### src/rtl/lop_pkg.sv
package lop_pkg;
  localparam int CNT_W = 2;
  localparam logic [CNT_W-1:0] CNT_WEAK_LEFT = 2'd1;
  localparam logic [CNT_W-1:0] CNT_MAX = 2'd3;
  localparam logic [CNT_W-1:0] CNT_MIN = 2'd0;

  typedef enum logic {
    SIDE_LEFT  = 1'b0,
    SIDE_RIGHT = 1'b1
  } side_e;

  // Upper half of the counter range points right
  function automatic side_e cnt_to_side(input logic [CNT_W-1:0] c);
    return c[CNT_W-1] ? SIDE_RIGHT : SIDE_LEFT;
  endfunction
endpackage

### src/rtl/lop_index_hash.sv
module lop_index_hash #(
  parameter int PC_W  = 32,
  parameter int IDX_W = 6
) (
  input  logic [PC_W-1:0]  pc,
  input  logic [IDX_W-1:0] hist,
  output logic [IDX_W-1:0] idx
);
  logic [IDX_W-1:0] folded;

  always_comb begin
    folded = '0;
    for (int i = 0; i < PC_W; i++) begin
      folded[i % IDX_W] = folded[i % IDX_W] ^ pc[i];
    end
  end

  assign idx = folded ^ hist;
endmodule

### src/rtl/lop_history.sv
module lop_history #(
  parameter int HIST_W = 6
) (
  input  logic              clk,
  input  logic              rst,
  input  logic              shift_en,
  input  logic              shift_bit,
  output logic [HIST_W-1:0] hist
);
  logic [HIST_W-1:0] hist_q;

  generate
    if (HIST_W == 1) begin : g_one
      always_ff @(posedge clk) begin
        if (rst) hist_q <= '0;
        else if (shift_en) hist_q <= shift_bit;
      end
    end else begin : g_many
      always_ff @(posedge clk) begin
        if (rst) hist_q <= '0;
        else if (shift_en) hist_q <= {hist_q[HIST_W-2:0], shift_bit};
      end
    end
  endgenerate

  assign hist = hist_q;
endmodule

### src/rtl/lop_counter_table.sv
module lop_counter_table
  import lop_pkg::*;
#(
  parameter int IDX_W = 6
) (
  input  logic             clk,
  input  logic             rst,
  input  logic [IDX_W-1:0] rd_idx,
  output logic [CNT_W-1:0] rd_cnt,
  input  logic             wr_en,
  input  logic [IDX_W-1:0] wr_idx,
  input  logic             wr_right
);
  localparam int ENTRIES = 1 << IDX_W;

  logic [CNT_W-1:0] cnt_q   [ENTRIES];
  logic [CNT_W-1:0] cnt_nxt [ENTRIES];

  genvar e;
  generate
    for (e = 0; e < ENTRIES; e++) begin : g_ent
      logic hit;
      assign hit = wr_en && (wr_idx == IDX_W'(e));
      always_comb begin
        cnt_nxt[e] = cnt_q[e];
        if (hit) begin
          if (wr_right) begin
            if (cnt_q[e] != CNT_MAX) cnt_nxt[e] = cnt_q[e] + 1'b1;
          end else begin
            if (cnt_q[e] != CNT_MIN) cnt_nxt[e] = cnt_q[e] - 1'b1;
          end
        end
      end
    end
  endgenerate

  always_ff @(posedge clk) begin
    for (int k = 0; k < ENTRIES; k++) begin
      if (rst) cnt_q[k] <= CNT_WEAK_LEFT;
      else cnt_q[k] <= cnt_nxt[k];
    end
  end

  // Read returns the stored value, i.e. before any same-cycle write
  assign rd_cnt = cnt_q[rd_idx];
endmodule

### src/rtl/lop_resched.sv
module lop_resched (
  input  logic clk,
  input  logic rst,
  input  logic iss_valid,
  input  logic left_ok,
  input  logic right_ok,
  output logic flag
);
  logic flag_q;

  always_ff @(posedge clk) begin
    if (rst) flag_q <= 1'b0;
    else flag_q <= iss_valid && !(left_ok && right_ok);
  end

  assign flag = flag_q;
endmodule

### src/rtl/lastop_predictor.sv
module lastop_predictor
  import lop_pkg::*;
#(
  parameter int PC_W  = 32,
  parameter int IDX_W = 6
) (
  input  logic             clk,
  input  logic             rst,
  input  logic             lk_valid,
  output logic             lk_ready,
  input  logic [PC_W-1:0]  lk_pc,
  input  logic [1:0]       lk_pend,
  output logic             pr_valid,
  input  logic             pr_ready,
  output logic             pr_side,
  output logic             pr_none,
  output logic [IDX_W-1:0] pr_idx,
  input  logic             upd_valid,
  input  logic [IDX_W-1:0] upd_idx,
  input  logic             upd_last,
  input  logic             iss_valid,
  input  logic             iss_left_ok,
  input  logic             iss_right_ok,
  output logic             resched
);
  localparam int HIST_W = IDX_W;

  logic [HIST_W-1:0] hist_q;
  logic [IDX_W-1:0]  lk_idx;
  logic [CNT_W-1:0]  lk_cnt;
  logic              take;
  logic              both_out;

  logic             pv_q;
  side_e            side_q;
  logic             none_q;
  logic [IDX_W-1:0] idx_q;

  lop_history #(.HIST_W(HIST_W)) u_hist (
    .clk      (clk),
    .rst      (rst),
    .shift_en (upd_valid),
    .shift_bit(upd_last),
    .hist     (hist_q)
  );

  lop_index_hash #(.PC_W(PC_W), .IDX_W(IDX_W)) u_hash (
    .pc  (lk_pc),
    .hist(hist_q),
    .idx (lk_idx)
  );

  lop_counter_table #(.IDX_W(IDX_W)) u_tbl (
    .clk     (clk),
    .rst     (rst),
    .rd_idx  (lk_idx),
    .rd_cnt  (lk_cnt),
    .wr_en   (upd_valid),
    .wr_idx  (upd_idx),
    .wr_right(upd_last)
  );

  lop_resched u_rs (
    .clk      (clk),
    .rst      (rst),
    .iss_valid(iss_valid),
    .left_ok  (iss_left_ok),
    .right_ok (iss_right_ok),
    .flag     (resched)
  );

  assign lk_ready = !pv_q || pr_ready;
  assign take     = lk_valid && lk_ready;
  assign both_out = &lk_pend;

  always_ff @(posedge clk) begin
    if (rst) begin
      pv_q   <= 1'b0;
      side_q <= SIDE_LEFT;
      none_q <= 1'b0;
      idx_q  <= '0;
    end else if (take) begin
      pv_q   <= 1'b1;
      side_q <= both_out ? cnt_to_side(lk_cnt) : SIDE_LEFT;
      none_q <= !both_out;
      idx_q  <= lk_idx;
    end else if (pr_ready) begin
      pv_q <= 1'b0;
    end
  end

  assign pr_valid = pv_q;
  assign pr_side  = side_q;
  assign pr_none  = none_q;
  assign pr_idx   = idx_q;
endmodule

### config.mk
export PLATFORM = sky130hd
export DESIGN_NAME = lastop_predictor
export DESIGN_NICKNAME = d
export VERILOG_FILES = /design/src/rtl/lop_pkg.sv /design/src/rtl/lop_index_hash.sv /design/src/rtl/lop_history.sv /design/src/rtl/lop_counter_table.sv /design/src/rtl/lop_resched.sv /design/src/rtl/lastop_predictor.sv
export SDC_FILE = /design/constraint.sdc
export NUM_CORES = 1
export LEC_CHECK = 0
export BUFFER_PORTS_ARGS = -buffer_cell sky130_fd_sc_hd__buf_4
export CAP_MARGIN = 20
export CORE_ASPECT_RATIO = 1.4
export CORE_UTILIZATION = 60
export CTS_BUF_LIST = sky130_fd_sc_hd__clkbuf_4
export DETAILED_ROUTE_END_ITERATION = 8
export HOLD_SLACK_MARGIN = 0.12
export PLACE_DENSITY = 0.79
export SYNTH_ARGS = -nofsm -noshare
export SYNTH_HDL_FRONTEND = slang
export SYNTH_HIERARCHICAL = 1
export SYNTH_SLANG_ARGS = --single-unit
### constraint.sdc
create_clock -name clk -period 5 [get_ports clk]
set_input_delay 1.25 -clock clk [delete_from_list [all_inputs] [get_ports clk]]
set_output_delay 1.25 -clock clk [all_outputs]
set_load 0.05 [all_outputs]
==> reports/qor.csv, run 1 <==
stage,metric,value,unit
worst_setup_path,critPathMaxStageDelay,0.57,ns
timing,min_period,3.305,ns
synthesis,syn_avg_cell_area,8.258,sq um
clock_tree,cts_made_buffers,17,
clock_tree,root_buffer,clkbuf_4,
worst_setup_path,path_cells,buf_4 -> xnor3_1 -> xnor3_1 -> buf_4 -> mux4_1 -> a22o_1 -> o21ai_0 -> a21oi_1 -> a211o_1 -> nand4b_1 -> mux2i_1,
worst_setup_path,crit_type,input port to register,
die,initial_core_util,61.04,%
clock_tree,cts_sinks,144,
worst_setup_path,slowest_stage,mux4_1,
placement,gp_congestion,0.7837,
final_layout,area_growth,6.984,%
detailed_routing,ant_nets,0,
detailed_routing,vias,7461,
global_routing,antenna_found_initial,1,
pwr,power.density,289.2,nW/um^2
timing,timing.final.ws_setup,1.695,ns
pwr,power.static_leakage,3.060,nW
hold_path,holdPathStages,2,
global_routing,grt_pass1_wl,31500,microns
placement,detailed_place.area,8461,sq um
worst_setup_path,cp-start-kind,input port,
run_status,status,"complete, but fails checks",
worst_setup_path,cp_data_required_time,5.45,ns
detailed_routing,drt-initial-drc-count,697,
placement,portBuffers,59,
detailed_routing,routedWlPerCell,16.53,microns
timing,fin_crit_sh,66.10,%
global_routing,grt_usage,28.37,%
die,ios,60,
placement,place_ws,1.123,ns
detailed_routing,vias_per_cell,6.323,
global_routing,grt_max_degree,84,
final_layout,final_nets,1034,
job,maxCapViolCount,0,
timing,timing.slew.headroom,39.44,%
synthesis,syn_area,8134,sq um
hold_path,hp-class,register to register,
timing,fin_tns_setup,0,ns
detailed_routing,wl,19510,microns
worst_setup_path,critical_path.top_delay_family,compound AO/OA/AOI/OAI gates,
synthesis,synth_fp_nets,1034,
die,dieWidth,100.4,microns
worst_setup_path,critical_path_buf_inv_count,2,
run_status,violations,DRC,
worst_setup_path,reg2reg_slack,2.22,ns
global_routing,overflow,0,
clock_tree,clk_path_buf_depth,2,
timing,grt_setup_unrepaired,no,
hold_path,hold_start,u_tbl/cnt_q[14][0],
clock_tree,hold_buffers,0,
placement,dp_hpwl,12690,microns
detailed_routing,drt_pass1_iterations,8,
final_layout,layout-drive-gt1-share,12.14,%
pwr,power.total,0.002517,W
worst_setup_path,r2r_end,pr_side,
clock_tree,cts_tree,done,
timing,final-hold-violation-count,0,
die,die_h,139.8,microns
timing,max_freq,0.3026,GHz
pwr,max-vdd-ir-drop,0.0001526,V
worst_setup_path,rr_startpoint,u_hist/hist[0],
timing,setup_violations,0,
timing,finClkSkew,0.007162,ns
clock_tree,clkLatencyLatePin,0.55,ns
clock_tree,clk_pin_slew,0.11,ns
detailed_routing,remaining_drc_errors,1,
synthesis,synthesis.instances,985,
clock_tree,cts_setup_buffers,0,
final_layout,stdcell_area,8702,sq um
worst_setup_path,critPathCaptureType,register,
timing,slew_viol_final,0,
hold_path,hold_end,u_tbl/cnt_q[14][1],
timing,hold_ws,0.4968,ns
worst_setup_path,crit_fanout,15,
clock_tree,cts_resized,0,
die,placementRows,50,
worst_setup_path,worst_ep_arrival_time,3.76,ns
global_routing,grt_pass1_vias,6295,
worst_setup_path,r2r_cells,10,
clock_tree,cts_max_level,4,
die,coreArea,13330,sq um
die,fp.dieArea,14030,sq um
synthesis,yosysWarnings,6,
timing,worstMarginPinSlew,0.9058,ns
-- cell type report --
| cell class | count | area (sq um) |
|---|---|---|
| clock buffer | 23 | 172.7 |
| tap | 182 | 227.7 |
| inverter | 3 | 11.26 |
| timing repair buffer | 70 | 525.5 |
| multi-input combinational | 749 | 4813 |
| clock inverter | 8 | 66.31 |
| fill | 1154 | 4623 |
| antenna | 1 | 2.502 |
| sequential | 144 | 2883 |
-- state kept, by name, summed over array words and instances, names as in the netlist --
| signal | flops |
|---|---|
| u_hist/hist | 6 |
| pr_idx | 6 |
| u_tbl/cnt_q | 128 |
| pr_side | 1 |
| pr_none | 1 |
| pr_valid | 1 |
| u_rs/flag | 1 |
-- how the worst max path moves through the flow --
stage,cells after the start,endpoint,slack [ns],from
after floorplan,10,pr_side,1.56,lk_pc[6]
after global placement,11,pr_side,1.17,lk_pc[6]
after detailed placement,11,pr_side,1.12,lk_pc[6]
after CTS,11,pr_side,1.72,lk_pc[6]
after global routing,10,pr_side,1.60,lk_pc[7]
final,11,pr_side,1.69,lk_pc[6]
-- stage by stage --
stage | util, % | instances
CTS | 65.29 | 1179
floorplan | - | 985
detailed placement | 63.49 | 1148
finish | 65.31 | 1180
global placement | 63.49 | 1148
global route | 65.31 | 1180
-- per-layer routing --
metal	up-vias	global-route usage [%]	part of all wire, %
met4	0	11.82	2.4
met1	3498	36.24	43
met3	35	6.077	6.5
li1	3663	-	-
met5	-	0	0
met2	265	46.11	48
-- cell usage in the layout, fill, tap and decap left out, drive strengths merged, types with 5 or more instances in the layout --
master,instances
dfxtp,144
o22ai,7
xnor3,8
nor3,73
buf,70
nand3,32
xnor2,16
o31ai,31
o31a,7
a21oi,101
and2,5
and3,8
nor2,117
nand2,35
nand2b,30
nand4b,5
mux2i,9
a21bo,6
mux4,16
clkinv,5
a211o,32
o21bai,6
o21ai,112
a21o,30
o221ai,21
clkbuf,23
-- power breakdown --
part | internal, W | total (W) | switching, W
clock network | 0.000270 | 0.000669 | 0.000398
registers | 0.00122 | 0.00132 | 0.0000944
logic | 0.000243 | 0.000530 | 0.000287
total | 0.00174 | 0.00252 | 0.000779
-- worst min-delay path, cell delays in order (launching register included) --
cell and delay (ns):
dfxtp_1 0.34, o21ai_0 0.07, a21oi_1 0.06
(Power assumes the default switching activity.)
==> inputs of run 2 (changes only) <==
clock period = 3.2 ns   (was 5 ns; I/O delays follow)
==> run 2 against run 1 <==
Against the previous run:
- the run still ends with DRC left
- clock skew grew 0.0091 ns
- register-to-register slack lost 1.7 ns
- routed wire length grew 1.0%
- sequential cell count is the same
- non-clock buffer count grew 8
- cell count grew 0.76%
- worst setup slack lost 1.2 ns
- critical path type unchanged
==> reports/qor.csv, run 2 (synthesis gave the netlist of run 1 again) <==
stage,metric,value,unit
job,maxCapViolCount,0,
final_layout,layout-drive-gt1-share,12.92,%
placement,portBuffers,59,
detailed_routing,routedWlPerCell,16.58,microns
pwr,max-vdd-ir-drop,0.0002976,V
detailed_routing,wl,19710,microns
timing,fin_crit_sh,84.42,%
clock_tree,hold_buffers,0,
pwr,power.density,466.5,nW/um^2
hold_path,hp-class,input port to register,
timing,min_period,2.701,ns
final_layout,area_growth,8.783,%
worst_setup_path,cp-start-kind,input port,
die,fp.dieArea,14030,sq um
clock_tree,cts_made_buffers,17,
placement,place_ws,-0.08582,ns
timing,final-hold-violation-count,0,
global_routing,overflow,0,
worst_setup_path,worst_ep_arrival_time,3.17,ns
global_routing,grt_usage,28.75,%
worst_setup_path,critPathCaptureType,register,
final_layout,final_cell_mix,"dfxtp_1 (144), nor2_1 (117), o21ai_0 (112)",
worst_setup_path,crit_fanout,14,
timing,slew_viol_final,0,
placement,detailed_place.area,8558,sq um
global_routing,antenna_found_initial,1,
timing,timing.final.ws_setup,0.4985,ns
detailed_routing,drt_pass1_iterations,7,
clock_tree,clk_pin_slew,0.12,ns
final_layout,seqCellArea,2883,sq um
worst_setup_path,path_cells,buf_4 -> xnor3_1 -> xnor3_1 -> buf_12 -> mux4_1 -> a22o_1 -> o21ai_0 -> a21oi_1 -> a211o_1 -> nand4b_1 -> mux2i_1,
clock_tree,root_buffer,clkbuf_4,
worst_setup_path,cp_data_required_time,3.67,ns
placement,gp_congestion,0.8029,
worst_setup_path,crit_top_cell,xnor3_1,
timing,worstMarginPinSlew,0.7302,ns
pwr,power.total,0.004127,W
timing,setup_violations,0,
final_layout,stdcell_area,8848,sq um
worst_setup_path,r2r_cells,10,
run_status,status,"complete, but fails checks",
global_routing,grt_pass1_vias,6425,
detailed_routing,drt-initial-drc-count,540,
detailed_routing,vias,7519,
detailed_routing,remaining_drc_errors,1,
die,coreArea,13330,sq um
timing,timing.slew.headroom,51.32,%
final_layout,multiInputGateArea,4813,sq um
final_layout,fillCellCount,1133,
pwr,power.static_leakage,3.133,nW
final_layout,postLayoutCoreUtil,66.40,%
die,dieWidth,100.4,microns
worst_setup_path,crit_type,input port to register,
die,placementRows,50,
global_routing,grt_pass1_wl,31840,microns
final_layout,top_register,u_tbl/cnt_q,
worst_setup_path,critPathMaxStageDelay,0.57,ns
run_status,violations,DRC,
clock_tree,cts_resized,0,
placement,dp_hpwl,13070,microns
detailed_routing,vias_per_cell,6.324,
clock_tree,cts_max_level,4,
die,die_h,139.8,microns
die,ios,60,
clock_tree,cts_tree,done,
final_layout,largest_reg_flops,128,
die,initial_core_util,61.04,%
final_layout,final_nets,1042,
final_layout,layout_commonest_cell,dfxtp_1,
detailed_routing,ant_nets,0,
timing,max_freq,0.3702,GHz
clock_tree,clkLatencyLatePin,0.58,ns
clock_tree,cts_sinks,144,
worst_setup_path,slowest_stage,mux4_1,
clock_tree,clk_path_buf_depth,2,
clock_tree,cts_setup_buffers,0,
hold_path,holdPathStages,2,
timing,grt_setup_unrepaired,no,
global_routing,grt_max_degree,164,
timing,finClkSkew,0.01625,ns
-- run 2: changes by cell type in the layout (fill, tap and decap cells not counted) --
cell       delta
buf_4         +5
clkbuf_4      -4
buf_12        +3
bufinv_16     +2
clkinv_2      +2
clkinv_4      +1
-- run 2: report_power, final --
group / internal (W) / switching (W) / total (W)
sequential: 0.00191 / 0.000150 / 0.00206
clock: 0.000545 / 0.000657 / 0.00120
combinational: 0.000409 / 0.000455 / 0.000864
total: 0.00287 / 0.00126 / 0.00413
-- run 2: final timing paths --
check,start,endpoint,slack (ns)
max,lk_pc[6],pr_side,0.50
min,iss_right_ok,u_rs/flag,0.38
max reg2reg,u_hist/hist[0],pr_side,0.55
min reg2reg,u_tbl/cnt_q[35][0],u_tbl/cnt_q[35][1],0.49
-- run 2: layer usage --
metal  GRT usage, %  up-vias  routed length (microns)
met1          35.39     3564                     8291
met5              0        -                        0
li1               -     3679                        -
met3          6.027       51                     1075
met2          46.65      225                     9517
met4          15.56        0                      824
-- run 2: cell type report --
class / count / share of cell area, %
Clock buffer: 19 / 1.612
Timing Repair Buffer: 78 / 7.042
Inverter: 3 / 0.1273
Multi-Input combinational cell: 749 / 54.40
Antenna cell: 1 / 0.02828
Clock inverter: 13 / 1.640
Tap cell: 182 / 2.574
Sequential cell: 144 / 32.58
-- run 2: metrics by stage --
step / instances / TNS (ns) / hold slack [ns]
2_1_floorplan: 985 / 0 / 0.4528
3_3_place_gp: 1156 / -0.02622 / 0.4647
3_5_place_dp: 1156 / -0.08582 / 0.4715
4_1_cts: 1188 / 0 / 0.3501
5_1_grt: 1189 / 0 / 0.3533
6_report: 1189 / 0 / 0.3759
-- run 2: critical path, delay by kind of cell --
family          cells  cell delay [ns]
simple gates        1             0.08
mux                 2             0.64
xor+xnor            2             0.62
compound gates      4             0.74
buf+inv             2             0.28
